### config.mk
export PLATFORM = sky130hd
export DESIGN_NAME = pm_ctl_reg
export DESIGN_NICKNAME = d
export VERILOG_FILES = /design/src/rtl/pm_csr_pkg.sv /design/src/rtl/pm_wr_decode.sv /design/src/rtl/pm_status_w1c.sv /design/src/rtl/pm_pstate_ctl.sv /design/src/rtl/pm_out_stage.sv /design/src/rtl/pm_ctl_reg.sv
export SDC_FILE = /design/constraint.sdc
export NUM_CORES = 1
export LEC_CHECK = 0
export CAP_MARGIN = 30
export CORE_AREA = 4 4 48 59
export CTS_CLUSTER_SIZE = 25
export DETAILED_ROUTE_END_ITERATION = 8
export DIE_AREA = 0 0 52 63
export PLACE_DENSITY = 0.88
export SETUP_SLACK_MARGIN = 0.15
export SYNTH_ARGS = -nofsm -noshare
export SYNTH_HDL_FRONTEND = slang
export SYNTH_SLANG_ARGS = --single-unit
### constraint.sdc
create_clock -name clk -period 2.6 [get_ports clk]
set_clock_uncertainty 0.05 [all_clocks]
set_input_delay 0.65 -clock clk [delete_from_list [all_inputs] [get_ports clk]]
set_output_delay 0.65 -clock clk [all_outputs]
set_load 0.005 [all_outputs]
### src/rtl/pm_csr_pkg.sv
package pm_csr_pkg;

  localparam int REG_W   = 32;
  localparam int PS_LSB  = 0;
  localparam int PS_W    = 2;
  localparam int EN_BIT  = 8;
  localparam int STS_BIT = 15;
  localparam int BPM_BIT = 23;

  typedef enum logic [PS_W-1:0] {
    PS_D0    = 2'b00,
    PS_D1    = 2'b01,
    PS_D2    = 2'b10,
    PS_D3HOT = 2'b11
  } pstate_e;

  function automatic logic ps_supported(input logic [PS_W-1:0] v);
    return (v == PS_D0) || (v == PS_D3HOT);
  endfunction

endpackage

### src/rtl/pm_wr_decode.sv
module pm_wr_decode
  import pm_csr_pkg::*;
#(
  parameter int DATA_W = REG_W,
  localparam int BE_W  = DATA_W / 8
) (
  input  logic              hp_en,
  input  logic              wr_en,
  input  logic [BE_W-1:0]   wr_be,
  input  logic [DATA_W-1:0] wr_data,
  output logic              ps_we,
  output logic [PS_W-1:0]   ps_val,
  output logic              en_we,
  output logic              en_val,
  output logic              sts_clr
);

  logic [BE_W-1:0] lane_we;

  for (genvar g = 0; g < BE_W; g++) begin : g_lane
    assign lane_we[g] = hp_en & wr_en & wr_be[g];
  end

  assign ps_val  = wr_data[PS_LSB +: PS_W];
  assign ps_we   = lane_we[PS_LSB/8] & ps_supported(ps_val);
  assign en_we   = lane_we[EN_BIT/8];
  assign en_val  = wr_data[EN_BIT];
  assign sts_clr = lane_we[STS_BIT/8] & wr_data[STS_BIT];

  // reserved data bits and unused lanes are ignored on purpose
  logic unused_wr;
  assign unused_wr = ^{lane_we, wr_data};

endmodule

### src/rtl/pm_status_w1c.sv
module pm_status_w1c (
  input  logic clk,
  input  logic rst,
  input  logic hp_en,
  input  logic set,
  input  logic clr,
  output logic q
);

  always_ff @(posedge clk) begin
    if (rst || !hp_en) begin
      q <= 1'b0;
    end else if (set) begin
      q <= 1'b1;
    end else if (clr) begin
      q <= 1'b0;
    end
  end

endmodule

### src/rtl/pm_pstate_ctl.sv
module pm_pstate_ctl
  import pm_csr_pkg::*;
(
  input  logic            clk,
  input  logic            rst,
  input  logic            hp_en,
  input  logic            ps_we,
  input  logic [PS_W-1:0] ps_val,
  output logic [PS_W-1:0] ps_q,
  output logic            chg_q
);

  always_ff @(posedge clk) begin
    if (rst || !hp_en) begin
      ps_q  <= PS_D0;
      chg_q <= 1'b0;
    end else begin
      chg_q <= ps_we && (ps_val != ps_q);
      if (ps_we) begin
        ps_q <= ps_val;
      end
    end
  end

endmodule

### src/rtl/pm_out_stage.sv
module pm_out_stage
  import pm_csr_pkg::*;
#(
  parameter int DATA_W = REG_W
) (
  input  logic              clk,
  input  logic              rst,
  input  logic              hp_en,
  input  logic [DATA_W-1:0] img,
  input  logic              sts,
  input  logic              en,
  output logic [DATA_W-1:0] rd_q,
  output logic              pme_n_q
);

  always_ff @(posedge clk) begin
    if (rst) begin
      rd_q    <= '0;
      pme_n_q <= 1'b1;
    end else begin
      rd_q    <= hp_en ? img : '0;
      pme_n_q <= !(hp_en && sts && en);
    end
  end

endmodule

### src/rtl/pm_ctl_reg.sv
module pm_ctl_reg
  import pm_csr_pkg::*;
#(
  parameter int   DATA_W     = REG_W,
  parameter logic BUS_PM_OFF = 1'b0,
  localparam int  BE_W       = DATA_W / 8
) (
  input  logic              clk,
  input  logic              rst,
  input  logic              hp_en_i,
  input  logic              wr_en_i,
  input  logic [BE_W-1:0]   wr_be_i,
  input  logic [DATA_W-1:0] wr_data_i,
  input  logic              pme_evt_i,
  output logic [DATA_W-1:0] rd_data_o,
  output logic              pme_n_o,
  output logic [1:0]        pstate_o,
  output logic              pstate_chg_o
);

  logic            ps_we, en_we, en_val, sts_clr;
  logic [PS_W-1:0] ps_val, ps_q;
  logic            sts_q, en_q, chg_q;
  logic [DATA_W-1:0] img;

  pm_wr_decode #(.DATA_W(DATA_W)) u_dec (
    .hp_en   (hp_en_i),
    .wr_en   (wr_en_i),
    .wr_be   (wr_be_i),
    .wr_data (wr_data_i),
    .ps_we   (ps_we),
    .ps_val  (ps_val),
    .en_we   (en_we),
    .en_val  (en_val),
    .sts_clr (sts_clr)
  );

  pm_status_w1c u_sts (
    .clk   (clk),
    .rst   (rst),
    .hp_en (hp_en_i),
    .set   (pme_evt_i),
    .clr   (sts_clr),
    .q     (sts_q)
  );

  always_ff @(posedge clk) begin
    if (rst || !hp_en_i) begin
      en_q <= 1'b0;
    end else if (en_we) begin
      en_q <= en_val;
    end
  end

  pm_pstate_ctl u_ps (
    .clk    (clk),
    .rst    (rst),
    .hp_en  (hp_en_i),
    .ps_we  (ps_we),
    .ps_val (ps_val),
    .ps_q   (ps_q),
    .chg_q  (chg_q)
  );

  always_comb begin
    img                   = '0;
    img[BPM_BIT]          = BUS_PM_OFF;
    img[STS_BIT]          = sts_q;
    img[EN_BIT]           = en_q;
    img[PS_LSB +: PS_W]   = ps_q;
  end

  pm_out_stage #(.DATA_W(DATA_W)) u_out (
    .clk     (clk),
    .rst     (rst),
    .hp_en   (hp_en_i),
    .img     (img),
    .sts     (sts_q),
    .en      (en_q),
    .rd_q    (rd_data_o),
    .pme_n_q (pme_n_o)
  );

  assign pstate_o     = ps_q;
  assign pstate_chg_o = chg_q;

endmodule

==> results of run 1 <==
## power by group
| group | internal [uW] | switching (uW) |
|---|---|---|
| registers | 156 | 1.50 |
| logic | 19.7 | 21.2 |
| clock network | 85.1 | 54.5 |
| total | 260 | 77.2 |
## worst paths after layout
check	startpoint	endpoint	slack, ns	depth (start not counted)
min	u_sts.q	u_out.pme_n_q	0.35	1
min reg2reg	u_sts.q	u_out.pme_n_q	0.35	1
max reg2reg	u_ps.ps_q[0]	u_ps.ps_q[0]	1.71	3
max	u_ps.ps_q[0]	pstate_o[0]	0.73	1
## registers in the layout (all words and copies together), names as in the netlist
| name | count |
|---|---|
| u_out.rd_q | 4 |
| u_ps.ps_q | 2 |
| u_ps.chg_q | 1 |
| u_out.pme_n_q | 1 |
| en_q | 1 |
| u_sts.q | 1 |
## per-layer routing
layer  part of all wire  vias up  global-route usage
li1                   -      205                   -
met1               0.34      180              0.0694
met2               0.51       36               0.112
met3               0.14        3              0.0215
met4              0.021        0              0.0590
met5                  0        -                   0
## logic make-up (layout without fill, tap and decap cells)
group,count (synthesis),in the layout,share of synthesized area
AO/OA/AOI/OAI,6,6,0.0710
AND/OR/NAND/NOR,23,23,0.195
buffers and inverters,28,22,0.373
other,1,28,0.00665
flip-flops,10,10,0.355
## final cells by class
class	count	area [sq um]
clock buffer	4	36.3
fill	243	1550
multi-input combinational	57	255
sequential	10	200
tap	31	38.8
timing repair buffer	18	180
## synth_stat cells (all sizes together)
cell type and instances:
nand3 4, conb 1, nor2b 2, and2 2, a211oi 1, buf 28, o21ai 1, or2 1
or2b 1, nor2 4, nand2 8, nand4 1, a22o 2, a21oi 2, dfxtp 10
## through the flow
step	util	power [uW]
3_3_place_gp	0.299	199
2_1_floorplan	-	207
3_5_place_dp	0.299	200
6_report	0.315	338
4_1_cts	0.315	338
5_1_grt	0.315	356
==> flow_summary.json, run 1 <==
{
  "drc": 0,
  "slowest_stage": "clkdlybuf4s50_1",
  "syn_area_per_cell_sq_um": 8.30,
  "dr.first_iter.drc_count": 17,
  "p_per_area_mw_per_mm2": 475,
  "routabilityCongestion": 0.713,
  "timing.hold.ws_ns": 0.354,
  "finalMaxSlewViolations": 0,
  "dp_slack_ns": 0.608,
  "synth_top_area_share": 0.373,
  "grt.total_usage": 0.0693,
  "maxCapViolCount": 0,
  "seq_area_frac_synth": 0.355,
  "cts_setup_buffers": 0,
  "synthToLayoutAreaGrowth_pct": 25.9,
  "die_h_um": 63,
  "ir_drop_v": 0.000174,
  "fin_area_sq_um": 711,
  "finalCritPeriodShare": 0.720,
  "placedCellCount": 116,
  "chipWidth_um": 52,
  "numPortBuffers": 18,
  "critPathArrivalTime_ns": 1.17,
  "ys_top_cells_by_area": "buf_4, dfxtp_1, nand2_1",
  "final-setup-viol-count": 0,
  "layout-drive-gt1-share": 0.0449,
  "antenna_cells": 0,
  "die-area_sq_mm": 0.00328,
  "path_class": "reg2out",
  "grt_pass1_vias": 398,
  "cts_hold_buffers": 0,
  "endpoint_kind": "primary output",
  "num_vias": 424,
  "synth.ff_latch_count": 10,
  "rsz0062_at_grt": "false",
  "yosysWarningCount": 0,
  "synthCells": 68,
  "cts.clk_slew.worst_paths_ns": 0.07,
  "critPathBufInv": 1,
  "hpwl_um": 939,
  "post-route-min-period_ns": 1.87,
  "overflow": 0,
  "place_area_sq_um": 674,
  "insertion_delay_ns": 0.27,
  "max_freq_mhz": 534,
  "clockBufferDepth": 2,
  "setup_tns_ns": 0,
  "yosys.area.top_type": "buf_4",
  "grt_pass1_wl_mm": 1.67,
  "coreArea_sq_mm": 0.00226,
  "pin_count": 77,
  "stdcell_count": 120,
  "min_path_type": "reg2reg",
  "final_cell_mix": "conb_1, clkdlybuf4s50_1, dfxtp_1",
  "syn_area_sq_um": 564,
  "ant_nets": 0,
  "dr.pass1.iters": 4,
  "via_per_inst": 3.53,
  "crit_path_cell_trace": "clkdlybuf4s50_1",
  "max_stage_delay_ns": 0.53,
  "critPathMaxFanout": 4,
  "start_util": 0.250,
  "critical_path_required_ns": 1.90,
  "final-hold-violation-count": 0,
  "root_buffer": "clkbuf_4",
  "critPathLaunchType": "register",
  "antenna_found_initial": 0,
  "cts_buffers": 3,
  "avgRoutedWirePerCell_um": 9.18,
  "wl_mm": 1.10,
  "final_common_cell": "conb_1",
  "ctsHtreeMaxLevel": 1,
  "fin_nets": 131,
  "rows": 19,
  "status": "finished clean",
  "setup_ws_ns": 0.728,
  "yosysUniqueCellTypes": 15,
  "power_leakage_uw": 0.000317,
  "cts_resized": 0,
  "cts_tree": "built",
  "cts_sinks": 10,
  "cp_top_family": "buffers and inverters",
  "grt_max_degree": 7
}
Power figures use the tool's default switching activity.
==> run 2: changes to the inputs <==
--- a/config.mk
+++ b/config.mk
@@ -6,11 +6,11 @@
 export NUM_CORES = 1
 export LEC_CHECK = 0
 export CAP_MARGIN = 30
-export CORE_AREA = 4 4 48 59
+export CORE_AREA = 4 4 52 63
 export CTS_CLUSTER_SIZE = 25
 export DETAILED_ROUTE_END_ITERATION = 8
-export DIE_AREA = 0 0 52 63
-export PLACE_DENSITY = 0.88
+export DIE_AREA = 0 0 56 67
+export PLACE_DENSITY = 0.81
 export SETUP_SLACK_MARGIN = 0.15
 export SYNTH_ARGS = -nofsm -noshare
 export SYNTH_HDL_FRONTEND = slang
==> constraint.sdc (replaced) <==
create_clock -name clk -period 1.6 [get_ports clk]
set_clock_uncertainty 0.05 [all_clocks]
set_input_delay 0.4 -clock clk [delete_from_list [all_inputs] [get_ports clk]]
set_output_delay 0.4 -clock clk [all_outputs]
set_load 0.005 [all_outputs]
==> flow_summary.json, run 2 (synthesized netlist as in run 1, its figures left out) <==
{
  "status": "finished clean",
  "grt.total_usage": 0.0478,
  "overflow": 0,
  "placedCellCount": 122,
  "ant_nets": 0,
  "rsz0062_at_grt": "false",
  "via_per_inst": 3.48,
  "use_met3": 0.0194,
  "regMostFlops": "u_out.rd_q",
  "cts_resized": 10,
  "cts.clk_slew.worst_paths_ns": 0.06,
  "grt_max_degree": 7,
  "final_cell_mix": "conb_1, clkdlybuf4s50_1, nand2_1, dfxtp_1, dlygate4sd2_1",
  "final-hold-violation-count": 0,
  "cts_buffers": 3,
  "layout-drive-gt1-share": 0.0978,
  "synthToLayoutAreaGrowth_pct": 29.3,
  "dr.first_iter.drc_count": 6,
  "comb_power_share": 0.129,
  "die-area_sq_mm": 0.00375,
  "ir_drop_v": 0.000302,
  "routabilityCongestion": 0.789,
  "dr.pass1.iters": 2,
  "whs_path_depth": 1,
  "insertion_delay_ns": 0.26,
  "seq_area_sq_um": 203,
  "start_util": 0.207,
  "path_class": "in2reg",
  "p_int_uw": 426,
  "switchingPower_uw": 117,
  "final_common_cell": "conb_1",
  "netSwitchingFraction": 0.215,
  "crit_path_cell_trace": "clkdlybuf4s50_1, nand3_1, or2_0, a22o_1",
  "ctsHtreeMaxLevel": 1,
  "rows": 21,
  "finalCritPeriodShare": 0.852,
  "gr-usage-met2": 0.0804,
  "max_stage_delay_ns": 0.49,
  "largest_reg_flops": 4,
  "numPortBuffers": 18,
  "ff2ff_path_depth": 3,
  "grt-busiest-layer": "met2",
  "critical_path_required_ns": 1.70,
  "critPathArrivalTime_ns": 1.46,
  "multi_input_area_sq_um": 255,
  "grt_pass1_wl_mm": 1.41,
  "fillerInstances": 306,
  "grt_pass1_vias": 362,
  "clockBufferDepth": 2,
  "die_h_um": 67,
  "slowest_stage": "clkdlybuf4s50_1",
  "power_leakage_uw": 0.000363,
  "stdcell_count": 126,
  "avgRoutedWirePerCell_um": 7.95,
  "antenna_found_initial": 0,
  "cts_sinks": 10,
  "final-setup-viol-count": 0,
  "wl_mm": 1.00,
  "critPathMaxFanout": 2,
  "num_vias": 438,
  "root_buffer": "clkbuf_4",
  "post-route-min-period_ns": 1.36,
  "finalMaxSlewViolations": 0,
  "fin_util": 0.267,
  "coreArea_sq_mm": 0.00273,
  "maxCapViolCount": 0,
  "cts_hold_buffers": 0,
  "p_per_area_mw_per_mm2": 743,
  "pwr-share-seq": 0.470,
  "clkPwrFrac": 0.401,
  "pin_count": 77,
  "reg_top3": "u_out.rd_q x4, u_ps.ps_q x2",
  "chipWidth_um": 56,
  "fin_nets": 134,
  "grtUsageMet1": 0.0506,
  "critPathLaunchType": "primary input",
  "cts_tree": "built",
  "min_path_type": "reg2reg",
  "cts_setup_buffers": 0,
  "endpoint_kind": "register",
  "antenna_cells": 0,
  "max_freq_mhz": 734,
  "drc": 0
}
-- run 2: final timing paths --
check	start	end	slack (ns)
worst min-delay path	u_sts.q	u_out.pme_n_q	0.34
worst max register to register	u_ps.ps_q[1]	u_ps.ps_q[1]	0.77
worst min register to register	u_sts.q	u_out.pme_n_q	0.34
worst max-delay path	hp_en_i	u_ps.ps_q[0]	0.24
-- run 2: layout make-up --
class / count / area share
clock buffers: 4 / 0.0497
multi-input cells: 57 / 0.350
flip-flops and latches: 10 / 0.278
well taps: 34 / 0.0583
repair buffers: 21 / 0.264
-- run 2: routing by layer --
metal  vias to the layer above  wire length (um)
li1                        211                 -
met1                       192               354
met2                        35               473
met3                         0               175
met4                         0                 0
met5                         -                 0
-- run 2: critical path: cells and delay by family --
family	cells	cell delay, ns
and+or+nand+nor	2	0.34
AOI/OAI and AO/OA	1	0.24
buffers and inverters	1	0.49
-- run 2: power by group through the flow --
stage	combinational (uW)	sequential [uW]	clock [uW]
4_1_cts	68.6	255	224
2_1_floorplan	76.2	260	0
5_1_grt	77.3	255	241
6_report	70.0	255	217
3_3_place_gp	69.1	260	0
3_5_place_dp	69.0	261	0
-- run 2: per-stage QoR --
step	hold slack (ns)	total power, uW	TNS, ns	worst slack [ns]	instance area, sq um
global route	0.365	574	0	0.173	729
finish	0.343	542	0	0.237	729
floorplan	0.317	337	0	0.536	666
global placement	0.328	330	-0.0214	-0.0214	701
detailed placement	0.335	330	-0.0112	-0.0112	701
CTS	0.345	547	0	0.249	729
